==> config.mk <==
export PLATFORM = sky130hd
export DESIGN_NAME = sup_reset_ctrl
export DESIGN_NICKNAME = d
export VERILOG_FILES = /design/src/rtl/sup_pkg.sv /design/src/rtl/sup_sync.sv /design/src/rtl/sup_filter.sv /design/src/rtl/sup_wdog.sv /design/src/rtl/sup_reset_ctrl.sv
export SDC_FILE = /design/constraint.sdc
export NUM_CORES = 1
export LEC_CHECK = 0
export BUFFER_PORTS_ARGS = -buffer_cell sky130_fd_sc_hd__buf_4
export CAP_MARGIN = 20
export CORE_MARGIN = 8
export CORE_UTILIZATION = 30
export CTS_CLUSTER_DIAMETER = 30
export DETAILED_ROUTE_END_ITERATION = 10
export GPL_TIMING_DRIVEN = 0
export MAX_ROUTING_LAYER = met4
export PLACE_DENSITY = 0.45
export RECOVER_POWER = 25
export SYNTH_ARGS = -nofsm -noshare
export SYNTH_HDL_FRONTEND = slang
export SYNTH_SLANG_ARGS = --single-unit
==> constraint.sdc <==
create_clock -name clk -period 2.1 [get_ports clk]
set_clock_uncertainty 0.2 [all_clocks]
set_input_delay 0.105 -clock clk [delete_from_list [all_inputs] [get_ports clk]]
set_output_delay 0.105 -clock clk [all_outputs]
set_load 0.005 [all_outputs]
==> src/rtl/sup_pkg.sv <==
package sup_pkg;

    typedef enum logic [1:0] {
        ST_HOLD  = 2'd0,
        ST_DELAY = 2'd1,
        ST_RUN   = 2'd2
    } sup_state_t;

endpackage

==> src/rtl/sup_sync.sv <==
module sup_sync #(
    parameter int          W       = 1,
    parameter logic [W-1:0] RST_VAL = '0
) (
    input  logic         clk,
    input  logic         rst_n,
    input  logic [W-1:0] d_async,
    output logic [W-1:0] q_sync
);
    logic [W-1:0] stage1;

    always_ff @(posedge clk or negedge rst_n) begin
        if (!rst_n) begin
            stage1 <= RST_VAL;
            q_sync <= RST_VAL;
        end else begin
            stage1 <= d_async;
            q_sync <= stage1;
        end
    end
endmodule

==> src/rtl/sup_filter.sv <==
module sup_filter #(
    parameter int           W        = 1,
    parameter int           FILT_CYC = 3,
    parameter logic [W-1:0] RST_VAL  = '0
) (
    input  logic         clk,
    input  logic         rst_n,
    input  logic [W-1:0] d_in,
    output logic [W-1:0] d_out
);
    localparam int FW = $clog2(FILT_CYC + 1);
    localparam logic [FW-1:0] LIM = FW'(FILT_CYC - 1);

    for (genvar i = 0; i < W; i++) begin : g_bit
        logic [FW-1:0] run_cnt;
        always_ff @(posedge clk or negedge rst_n) begin
            if (!rst_n) begin
                run_cnt  <= '0;
                d_out[i] <= RST_VAL[i];
            end else if (d_in[i] == d_out[i]) begin
                run_cnt  <= '0;
            end else if (run_cnt == LIM) begin
                run_cnt  <= '0;
                d_out[i] <= d_in[i];
            end else begin
                run_cnt  <= run_cnt + 1'b1;
            end
        end
    end
endmodule

==> src/rtl/sup_wdog.sv <==
module sup_wdog #(
    parameter int WD_CYC = 40_000_000
) (
    input  logic clk,
    input  logic rst_n,
    input  logic wdi_f,
    input  logic run,
    input  logic en,
    output logic trip,
    output logic edge_o,
    output logic zero_o
);
    localparam int WW = $clog2(WD_CYC + 1);
    localparam logic [WW-1:0] LIM = WW'(WD_CYC - 1);

    logic          wdi_q;
    logic [WW-1:0] cnt;

    assign edge_o = wdi_f ^ wdi_q;
    assign zero_o = (cnt == '0);
    assign trip   = run && en && !edge_o && (cnt == LIM);

    always_ff @(posedge clk or negedge rst_n) begin
        if (!rst_n) begin
            wdi_q <= 1'b0;
            cnt   <= '0;
        end else begin
            wdi_q <= wdi_f;
            if (!run || !en || edge_o) begin
                cnt <= '0;
            end else if (cnt != LIM) begin
                cnt <= cnt + 1'b1;
            end
        end
    end
endmodule

==> src/rtl/sup_reset_ctrl.sv <==
module sup_reset_ctrl
    import sup_pkg::*;
#(
    parameter int DELAY_CYC = 5_000_000,
    parameter int WD_CYC    = 40_000_000,
    parameter int FILT_CYC  = 3
) (
    input  logic clk,
    input  logic rst_n,
    input  logic supply_ok,
    input  logic mr_n,
    input  logic wdi,
    input  logic wd_en,
    output logic rst_out_n
);
    localparam int DW = $clog2(DELAY_CYC + 1);
    localparam logic [DW-1:0] DLIM = DW'(DELAY_CYC - 1);

    logic [3:0] raw_s;
    logic       sup_s, mr_s, wdi_s, wd_en_s;
    logic [1:0] filt_q;
    logic       mr_f, wdi_f;
    logic       wd_trip, wd_edge, wd_zero;
    logic       cause;

    sup_state_t    state, nxt;
    logic [DW-1:0] dly_cnt;

    sup_sync #(.W(4), .RST_VAL(4'b0010)) u_sync (
        .clk(clk), .rst_n(rst_n),
        .d_async({wd_en, wdi, mr_n, supply_ok}),
        .q_sync(raw_s)
    );
    assign sup_s   = raw_s[0];
    assign mr_s    = raw_s[1];
    assign wdi_s   = raw_s[2];
    assign wd_en_s = raw_s[3];

    sup_filter #(.W(2), .FILT_CYC(FILT_CYC), .RST_VAL(2'b01)) u_filt (
        .clk(clk), .rst_n(rst_n),
        .d_in({wdi_s, mr_s}),
        .d_out(filt_q)
    );
    assign mr_f  = filt_q[0];
    assign wdi_f = filt_q[1];

    sup_wdog #(.WD_CYC(WD_CYC)) u_wdog (
        .clk(clk), .rst_n(rst_n),
        .wdi_f(wdi_f),
        .run(state == ST_RUN),
        .en(wd_en_s),
        .trip(wd_trip),
        .edge_o(wd_edge),
        .zero_o(wd_zero)
    );

    assign cause = !sup_s || !mr_f;

    always_comb begin
        nxt = state;
        unique case (state)
            ST_HOLD:  if (!cause) nxt = ST_DELAY;
            ST_DELAY: begin
                if (cause)                nxt = ST_HOLD;
                else if (dly_cnt == DLIM) nxt = ST_RUN;
            end
            ST_RUN: begin
                if (cause)        nxt = ST_HOLD;
                else if (wd_trip) nxt = ST_DELAY;
            end
            default:              nxt = ST_HOLD;
        endcase
    end

    always_ff @(posedge clk or negedge rst_n) begin
        if (!rst_n) begin
            state   <= ST_HOLD;
            dly_cnt <= '0;
        end else begin
            state   <= nxt;
            dly_cnt <= (state == ST_DELAY) ? dly_cnt + 1'b1 : '0;
        end
    end

    always_comb begin
        rst_out_n = (state == ST_RUN);
    end
endmodule

==> reports/summary.log, run 1 <==
[synth] Netlist Area Pre-Place 3040 um^2
[power] clock group share of total power 46.5%
[sta] unrepaired setup endpoints after global routing yes
[cts] Clk pin slew, worst setup/hold paths 80 ps
[floorplanning] starting density of the core 30.9%
[cells_and_area] Post-Layout Cell Count 452
[setup_path] data required time of the critical path 2110 ps
[synth] sequential area share after synthesis 54.5%
[sta] Final setup viols 0
[synth] Yosys warning total 0
[cts] total CTS buffers 9
[setup_path] largest fanout on the critical path 6
[floorplanning] horizontal die dimension 117 um
[cts] H-tree depth 3
[cells_and_area] area growth from synthesis to final layout 20.7%
[route] post-detailed-routing wire length 5690 um
[status] outcome finished, final reports clean
[route] number of vias per cell 4.64
[synth] leading cell type by number of instances after synthesis sky130_fd_sc_hd__dfrtp_1
[route] DRT Pass-1 Iters 6
[synth] Mean Syn Cell Area 10.5 um^2
[setup_path] CP startpoint kind flop
[global_route] number of antenna violations at the first check in global routing 0
[placement] Detail Placement HPWL 3690 um
[sta] Fin. Hold Viols 0
[synth] number of enable-type register cells in the synthesized netlist 0
[sta] setup total negative slack 0 ps
[route] vias after detailed routing 2097
[route] remaining design rule violation count 0
[cells_and_area] fraction of final layout cells sized beyond drive strength 1 16.3%
[route] antenna-violating nets left 0
[global_route] via count of the first global-routing pass 2196
[cts] Sink Count 66
[run] Maximum Capacitance Violations 0
[synth] syn nets 296
[cells_and_area] number of inserted filler cells in the final layout 1010
[sta] time the worst path needs with I/O delays and setup 2080 ps
[sta] achievable clock frequency 481 MHz
[global_route] maximum number of pins on one net before global-route repair 67
[power] overall power after layout 3050 uW
[setup_path] highest-delay cell along the critical path sky130_fd_sc_hd__or4b_4
[setup_path] biggest cell delay along the critical path 530 ps
[global_route] global-route wire length before repair 10200 um
[floorplanning] # rows 36
[floorplanning] Die ar. 13600 um^2
[synth] share of synthesized registers carrying an async set or reset 100%
[cells_and_area] antenna cell count 0
[cells_and_area] Final #Nets 322
[floorplanning] area of the core region 9820 um^2
[power] leakage power total 0.00148 uW
[sta] final worst path period share 99.1%
[placement] Port-buffer cells 6
[sta] Rel. slew slack 43.8%
[power] power density relative to cell area 833 nW/um^2
[setup_path] nature of the critical path endpoint flop
[hold_path] classification of the worst-slack hold path reg -> reg
[power] combinational fraction of design power 7.0%
[synth] gate count of the mapped netlist 288
[power] internal portion of total power 2370 uW
[setup_path] cell chain of the critical path or4b_4 > nor4b_4 > buf_4 > and3_4 > or4_4 > a21oi_2
[cts] maximum count of clock buffers along a single path 2
[sta] max-slew violation count 0
[global_route] aggregate global routing overflow 0
[floorplanning] chip height 117 um
[global_route] global router's overall resource usage 9.96%
[synth] cell type contributing the most total cell area after synthesis sky130_fd_sc_hd__dfrtp_1
[route] detailed-route wire length per cell 12.6 um
[power] Flop pwr share 46.6%
[setup_path] Worst Path Class, Setup reg -> reg
[cts] Root Buffer sky130_fd_sc_hd__clkbuf_8
[power] Switching Share 22.2%
[synth] post-synth top area share 51.9%
[cts] latest clock arrival within the worst-skew pair 350 ps
[synth] leading post-synthesis cells by cell area sky130_fd_sc_hd__dfrtp_1, sky130_fd_sc_hd__xor2_1, sky130_fd_sc_hd__nor2_1, sky130_fd_sc_hd__nand3_1, sky130_fd_sc_hd__xnor2_1
[placement] global placer's final weighted congestion 0.757
[setup_path] arrival time of the worst setup path 2090 ps
[placement] number of placed instances, taps included 427
[power] Sw Pwr 678 uW
[sta] slew at the pin closest to its max-slew limit 843 ps
[cts] CTS tree built
[synth] Unique masters post-synth 45
[route] drt first-iter violations 71
[synth] number of synthesized register bits 66
[synth] Synth top cells by count sky130_fd_sc_hd__dfrtp_1, sky130_fd_sc_hd__nor2_1, sky130_fd_sc_hd__xor2_1
[floorplanning] Boundary Pins 7
[synth] prevailing post-synth register cell sky130_fd_sc_hd__dfrtp_1
[power] Max IR drop VDD 0.451 mV
final cells by class:
cell class                 instances  area, um^2  share of cell area (%)
buffer                             7        35.0                   0.956
clock buffer                      10         128                    3.48
clock inverter                     6         138                    3.76
inverter                           4        15.0                   0.410
multi-input combinational        211        1400                    38.2
sequential                        66        1660                    45.2
tap                              133         166                    4.54
timing repair buffer              15         125                    3.41
routing by layer:
metal | track usage, % | part of all wire (%) | vias up
li1 | - | - | 1052
met1 | 10.9 | 46 | 1022
met2 | 16.1 | 49 | 14
met3 | 3.72 | 3.2 | 9
met4 | 4.10 | 1.7 | 0
met5 | - | 0 | -
layout by cell type, fill, tap and decap left out, drive strengths merged, types with 2 or more instances in the layout:
master and instances:
a21oi 5, a311oi 2, a31oi 3, and2 2, and3 10, and4 3
buf 10, bufinv 4, clkbuf 17, dfrtp 63, dfstp 3, dlygate4sd3 5
ha 2, inv 5, mux2 2, nand2 17, nand3 26, nand4 12
nor2 48, nor2b 3, nor3 8, nor3b 4, nor4 3, nor4b 2
o21ai 4, or4 2, xnor2 12, xor2 31
worst paths after layout:
| kind | startpoint | to | slack, ps | depth (start not counted) |
|---|---|---|---|---|
| worst max-delay path | u_wdog.cnt[9] | u_wdog.cnt[6] | 20 | 6 |
| min in group asynchronous | rst_n | u_wdog.cnt[13] | 190 | 2 |
| max in group asynchronous | rst_n | u_wdog.cnt[9] | 910 | 2 |
| worst max register to register | u_wdog.cnt[9] | u_wdog.cnt[6] | 20 | 6 |
| worst min register to register | u_sync.stage1[0] | u_sync.q_sync[0] | 150 | 0 |
| worst min-delay path | u_sync.stage1[0] | u_sync.q_sync[0] | 150 | 0 |
worst max-delay path, delay by kind of cell, from the launching register on:
family                 cells  cell delay, ps
AND/OR/NAND/NOR            4            1080
AO/OA/AOI/OAI              1              40
flip-flops                 1             440
buffers and inverters      1             180
through the flow:
| stage | setup slack (ps) | utilization, % | cell area, um^2 | hold slack, ps |
|---|---|---|---|---|
| 6_report | 19.0 | 37.3 | 3660 | 152 |
| 5_1_grt | -58.6 | 37.3 | 3660 | 166 |
| 4_1_cts | 4.39 | 36.5 | 3580 | 156 |
| 3_5_place_dp | -145 | 33.1 | 3250 | 17.0 |
| 3_3_place_gp | -121 | 33.1 | 3250 | 15.2 |
| 2_1_floorplan | 59.0 | - | 3040 | -391 |
registers in the layout (all words and copies together), names as in the netlist:
register              count
u_wdog.cnt               26
state                     2
u_sync.q_sync             4
u_filt.g_bit.run_cnt      4
u_sync.stage1             4
dly_cnt                  23
u_wdog.wdi_q              1
u_filt.d_out              2
cells by family after synthesis:
group                      synth area share [%]
and+or+nand+nor                            26.0
muxes                                     0.742
xor gates and xnor gates                   12.4
adders and majority gates                 0.824
DFF                                        54.5
buffers and inverters                      1.65
AOI/OAI and AO/OA                          3.91
power groups by stage:
stage | Clock [uW] | Sequential (uW) | Combinational (uW)
after detailed placement | 0 | 1450 | 217
final | 1420 | 1420 | 213
after floorplan | 0 | 1430 | 152
after global placement | 0 | 1450 | 215
after CTS | 1480 | 1420 | 223
after global routing | 1530 | 1430 | 244
what timing repair did:
item,in CTS,in global routing
gates resized for setup,2,12
pin swaps,1,3
endpoints found under the hold margin,67,0
hold buffers,5,0
endpoints found under the setup margin,14,27
setup buffers,1,3
No activity file was read; power rests on OpenSTA's default activity.
==> run 2: changes to the inputs <==
--- a/config.mk
+++ b/config.mk
@@ -13,7 +13,7 @@
 export DETAILED_ROUTE_END_ITERATION = 10
 export GPL_TIMING_DRIVEN = 0
 export MAX_ROUTING_LAYER = met4
-export PLACE_DENSITY = 0.45
+export PLACE_DENSITY = 0.43
 export RECOVER_POWER = 25
 export SYNTH_ARGS = -nofsm -noshare
 export SYNTH_HDL_FRONTEND = slang
==> constraint.sdc (replaced) <==
create_clock -name clk -period 2 [get_ports clk]
set_clock_uncertainty 0.2 [all_clocks]
set_input_delay 0.1 -clock clk [delete_from_list [all_inputs] [get_ports clk]]
set_output_delay 0.1 -clock clk [all_outputs]
set_load 0.005 [all_outputs]
==> run 2 against run 1 <==
Compared with the run above: the run now ends with setup timing left; clock-buffer cell count up 1; setup slack worse by 76 ps; power down 12%; sequential share of layout area up 0.88 points; clock power down 31%; via count up 2.2%; critical path depth unchanged; largest cell class unchanged; largest power group unchanged.
==> reports/summary.log, run 2 (same netlist as run 1, synthesis figures left out) <==
[power] overall power after layout 2700 uW
[cells_and_area] number of flip-flops under the largest register name 26
[hold_path] hold path startpoint u_sync.stage1[3]
[floorplanning] horizontal die dimension 117 um
[setup_path] largest fanout on the critical path 6
[global_route] aggregate global routing overflow 0
[placement] Detail Placement HPWL 3960 um
[status] outcome finished with violations
[route] drt first-iter violations 80
[cts] maximum count of clock buffers along a single path 2
[cts] CTS tree built
[route] vias after detailed routing 2144
[hold_path] hold path endpoint u_sync.q_sync[3]
[status] failing checks setup timing
[cells_and_area] commonest non-fill, non-tap cell in the layout sky130_fd_sc_hd__dfrtp_1
[cells_and_area] multi-input gate area in the final layout 1420 um^2
[cells_and_area] biggest registers after layout u_wdog.cnt x26, dly_cnt x23
[route] number of vias per cell 4.74
[floorplanning] # rows 36
[cells_and_area] Final #Nets 322
[route] detailed-route wire length per cell 13.7 um
[power] power density relative to cell area 751 nW/um^2
[cts] Sink Count 66
[route] DRT Pass-1 Iters 4
[cts] total CTS buffers 9
[route] antenna-violating nets left 0
[setup_path] CP startpoint kind flop
[floorplanning] starting density of the core 30.9%
[placement] global placer's final weighted congestion 0.726
[route] post-detailed-routing wire length 6180 um
[global_route] via count of the first global-routing pass 2084
[setup_path] source of the worst register-to-register timing path u_wdog.cnt[10]
[cells_and_area] number of inserted filler cells in the final layout 1019
[cells_and_area] area of all sequential standard cells 1660 um^2
[hold_path] hold-critical path depth 0
[sta] achievable clock frequency 486 MHz
[cts] H-tree depth 3
[cells_and_area] most used cells in the layout excluding fill and tap cells sky130_fd_sc_hd__dfrtp_1, sky130_fd_sc_hd__nor2_1, sky130_fd_sc_hd__xor2_1
[cells_and_area] area growth from synthesis to final layout 18.3%
[sta] unrepaired setup endpoints after global routing yes
[sta] crit path setup slack, layout -57.5 ps
[cells_and_area] post-layout instance area 3590 um^2
[setup_path] arrival time of the worst setup path 2070 ps
[sta] slew at the pin closest to its max-slew limit 930 ps
[global_route] maximum number of pins on one net before global-route repair 67
[floorplanning] Boundary Pins 7
[cells_and_area] Most flops, register u_wdog.cnt
[sta] time the worst path needs with I/O delays and setup 2060 ps
[setup_path] reg-to-reg setup timing slack -60 ps
[setup_path] nature of the critical path endpoint flop
[cts] Root Buffer sky130_fd_sc_hd__clkbuf_8
[sta] max-slew violation count 0
[power] leakage power total 0.00146 uW
[global_route] global-route wire length before repair 10700 um
[hold_path] classification of the worst-slack hold path reg -> reg
[sta] Final setup viols 8
[cts] latest clock arrival within the worst-skew pair 340 ps
[placement] standard cell area after detailed placement 3250 um^2
[setup_path] Worst Path Class, Setup reg -> reg
[route] remaining design rule violation count 0
[cells_and_area] final design utilization 36.6%
[global_route] number of antenna violations at the first check in global routing 0
[placement] Port-buffer cells 6
[cells_and_area] fraction of final layout cells sized beyond drive strength 1 16.6%
[sta] WHS 149 ps
[cts] Clk pin slew, worst setup/hold paths 80 ps
[floorplanning] Die ar. 13600 um^2
[sta] Fin. Hold Viols 0
[floorplanning] area of the core region 9820 um^2
[setup_path] data required time of the critical path 2020 ps
[floorplanning] chip height 117 um
[setup_path] FF-to-FF path depth 6
[setup_path] reg-to-reg endpoint u_wdog.cnt[6]
[sta] Rel. slew slack 38.0%
[cells_and_area] antenna cell count 0
[power] Max IR drop VDD 0.271 mV
[placement] worst slack at placement -221 ps
[global_route] global router's overall resource usage 10.4%
[sta] final worst path period share 103%
[run] Maximum Capacitance Violations 0
## run 2: critical path, cell delays in order, from the launching register on
cell and delay [ps]:
sky130_fd_sc_hd__dfrtp_1 390, sky130_fd_sc_hd__or4b_4 550, sky130_fd_sc_hd__nor4b_4 210, sky130_fd_sc_hd__buf_4 180, sky130_fd_sc_hd__and3_4 230, sky130_fd_sc_hd__or4_4 130, sky130_fd_sc_hd__a21oi_2 40
## run 2: through the flow
stage          setup TNS (ps)  cells
2_1_floorplan               0    288
3_3_place_gp            -1930    427
3_5_place_dp            -2040    427
4_1_cts                  -562    451
5_1_grt                  -945    452
6_report                 -179    452
## run 2: per-layer routing
metal / vias up / GRT usage, % / share of wire [%]
met3: 5 / 3.10 / 2.8
met1: 1062 / 13.6 / 50
li1: 1054 / - / -
met2: 23 / 14.9 / 46
met4: 0 / 4.10 / 1.1
met5: - / - / 0
## run 2: layout make-up
cell class	instances	share of cell area, %
Clock inverter	5	0.871
Multi-Input combinational cell	211	39.4
Timing Repair Buffer	16	4.04
Inverter	4	0.418
Sequential cell	66	46.1
Buffer	6	0.871
Clock buffer	11	3.66
Tap cell	133	4.63
## run 2: what timing repair did
action                                  CTS  global route
hold buffers                              5             0
endpoints found under the setup margin   20            36
endpoints found under the hold margin    67             0
resized for setup                         8             9
pin swaps                                 8             5
setup buffers                             3             2
## run 2: power breakdown
group          total, uW  internal, uW  switching [uW]
registers           1500          1430            65.9
clock network        973           446             526
logic                231           105             126
## run 2: how the worst max path moves through the flow
stage / from / end / slack [ps]
global route: u_wdog.cnt[10] / u_wdog.cnt[0] / -140
floorplan: u_wdog.cnt[10] / u_wdog.cnt[6] / 1
global placement: dly_cnt[0] / dly_cnt[18] / -260
CTS: u_wdog.cnt[10] / u_wdog.cnt[6] / -100
detailed placement: dly_cnt[0] / dly_cnt[18] / -220
finish: u_wdog.cnt[10] / u_wdog.cnt[6] / -60
==> run 3: changes to the inputs <==
--- a/config.mk
+++ b/config.mk
@@ -8,13 +8,13 @@
 export BUFFER_PORTS_ARGS = -buffer_cell sky130_fd_sc_hd__buf_4
 export CAP_MARGIN = 20
 export CORE_MARGIN = 8
-export CORE_UTILIZATION = 30
+export CORE_UTILIZATION = 50
 export CTS_CLUSTER_DIAMETER = 30
 export DETAILED_ROUTE_END_ITERATION = 10
 export GPL_TIMING_DRIVEN = 0
 export MAX_ROUTING_LAYER = met4
-export PLACE_DENSITY = 0.43
-export RECOVER_POWER = 25
+export PLACE_DENSITY = 0.65
+export RECOVER_POWER = 100
 export SYNTH_ARGS = -nofsm -noshare
 export SYNTH_HDL_FRONTEND = slang
 export SYNTH_SLANG_ARGS = --single-unit
==> run 3 against run 2 <==
Compared with the run above: the flow still finishes with violations (setup timing); sequential share of layout area grew 0.36 points; wire length shrank 2.7%; sequential power is essentially flat; power grew 4.9%; critical path depth is the same; critical endpoint unchanged; largest cell class unchanged; largest power group unchanged.
==> reports/summary.log, run 3 (same netlist as run 1, synthesis figures left out) <==
[sta] slew at the pin closest to its max-slew limit 1440 ps
[route] post-detailed-routing wire length 6010 um
[placement] global placer's final weighted congestion 0.768
[setup_path] Worst setup startpoint u_wdog.cnt[9]
[status] failing checks setup timing
[power] Max IR drop VDD 0.468 mV
[cells_and_area] Final #Nets 327
[setup_path] CP startpoint kind flop
[route] vias after detailed routing 2212
[global_route] aggregate global routing overflow 0
[setup_path] arrival time of the worst setup path 2070 ps
[cts] Clk pin slew, worst setup/hold paths 70 ps
[sta] Final setup viols 8
[sta] max-slew violation count 0
[cts] total CTS buffers 9
[placement] number of placed instances, taps included 369
[floorplanning] chip height 93.9 um
[sta] Fin. Hold Viols 0
[route] drt first-iter violations 118
[hold_path] hold path endpoint u_sync.q_sync[0]
[cts] maximum count of clock buffers along a single path 2
[setup_path] Worst Path Class, Setup reg -> reg
[sta] final worst path period share 104%
[route] number of vias per cell 5.56
[placement] Detail Placement HPWL 3610 um
[setup_path] largest fanout on the critical path 6
[hold_path] classification of the worst-slack hold path reg -> reg
[power] leakage power total 0.00149 uW
[sta] WHS 149 ps
[route] antenna-violating nets left 0
[floorplanning] horizontal die dimension 93.9 um
[cts] H-tree depth 3
[route] detailed-route wire length per cell 15.1 um
[hold_path] hold path startpoint u_sync.stage1[0]
[placement] Port-buffer cells 6
[cts] Sink Count 66
[global_route] global-route wire length before repair 10100 um
[cts] latest clock arrival within the worst-skew pair 340 ps
[cells_and_area] number of flip-flops under the largest register name 26
[cts] CTS tree built
[cts] Root Buffer sky130_fd_sc_hd__clkbuf_8
[setup_path] data required time of the critical path 2000 ps
[global_route] via count of the first global-routing pass 2177
[cells_and_area] Post-Layout Cell Count 398
[global_route] global router's overall resource usage 15.1%
[setup_path] reg-to-reg endpoint u_wdog.cnt[6]
[route] remaining design rule violation count 0
[cells_and_area] Most flops, register u_wdog.cnt
[route] DRT Pass-1 Iters 4
[setup_path] source of the worst register-to-register timing path u_wdog.cnt[9]
[sta] time the worst path needs with I/O delays and setup 2070 ps
[hold_path] hold-critical path depth 0
[floorplanning] Boundary Pins 7
[floorplanning] area of the core region 5890 um^2
[power] power density relative to cell area 794 nW/um^2
[run] Maximum Capacitance Violations 0
[sta] unrepaired setup endpoints after global routing yes
[cells_and_area] antenna cell count 0
[sta] crit path setup slack, layout -70.5 ps
[setup_path] FF-to-FF path depth 6
[global_route] number of antenna violations at the first check in global routing 0
[cells_and_area] fraction of final layout cells sized beyond drive strength 1 17.6%
[floorplanning] Die ar. 8820 um^2
[floorplanning] # rows 28
[setup_path] reg-to-reg setup timing slack -70 ps
[sta] Rel. slew slack 3.91%
[cells_and_area] area growth from synthesis to final layout 17.4%
[floorplanning] starting density of the core 51.6%
[cells_and_area] commonest non-fill, non-tap cell in the layout sky130_fd_sc_hd__dfrtp_1
[cells_and_area] biggest registers after layout u_wdog.cnt x26, dly_cnt x23
[sta] achievable clock frequency 483 MHz
[cells_and_area] most used cells in the layout excluding fill and tap cells sky130_fd_sc_hd__dfrtp_1, sky130_fd_sc_hd__nor2_1, sky130_fd_sc_hd__xor2_1
[global_route] maximum number of pins on one net before global-route repair 67
[setup_path] nature of the critical path endpoint flop
[status] outcome finished with violations
run 3: power by group:
part	total (uW)	internal [uW]	switching, uW
Clock	1090	600	492
Combinational	250	119	132
Sequential	1490	1430	61.5
Total	2830	2150	685
run 3: worst max path at each step:
| stage | endpoint | slack [ps] |
|---|---|---|
| finish | u_wdog.cnt[6] | -70 |
| global route | u_wdog.cnt[6] | -140 |
| CTS | u_wdog.cnt[6] | -80 |
| detailed placement | u_wdog.cnt[0] | -180 |
| global placement | u_wdog.cnt[0] | -160 |
| floorplan | u_wdog.cnt[6] | 1 |
run 3: what timing repair did:
action | in CTS | in global routing
endpoints found under the hold margin | 67 | 0
setup buffers | 5 | 5
hold buffers | 5 | 0
gates cloned | 0 | 0
gates resized for setup | 6 | 13
endpoints found under the setup margin | 22 | 34
pin swaps | 9 | 7
run 3: cell type report:
cell class / instances / area [um^2]
Timing Repair Buffer: 21 / 168
Buffer: 6 / 31.3
Clock buffer: 12 / 145
Fill cell: 508 / 2320
Clock inverter: 3 / 40.0
Sequential cell: 66 / 1660
Multi-Input combinational cell: 211 / 1420
Inverter: 4 / 15.0
Tap cell: 75 / 93.8
run 3: worst max-delay path, stage by stage, from the launching register on:
cell	delay (ps)
sky130_fd_sc_hd__dfrtp_1	400
sky130_fd_sc_hd__or4b_4	530
sky130_fd_sc_hd__nor4b_4	240
sky130_fd_sc_hd__buf_4	180
sky130_fd_sc_hd__and3_4	220
sky130_fd_sc_hd__or4_4	130
sky130_fd_sc_hd__a21oi_2	40
run 3: through the flow:
stage          total power, uW  setup WS [ps]  util, %  TNS (ps)  area, um^2
3_3_place_gp              1740           -161     54.0     -1280        3180
5_1_grt                   2970           -145     60.6     -6360        3560
6_report                  2830          -70.5     60.6      -198        3560
3_5_place_dp              1750           -181     54.0     -1660        3180
4_1_cts                   2850          -83.0     59.1      -378        3480
2_1_floorplan             1670           1.08        -         0        3040
run 3: routing by layer:
metal,routed length (um),share of wire (%),vias to the layer above,GRT usage [%]
li1,-,-,1059,-
met1,2780,46,1091,17.4
met2,2900,48,41,23.7
met3,174,2.9,21,3.20
met4,159,2.6,0,9.11
met5,0,0,-,-
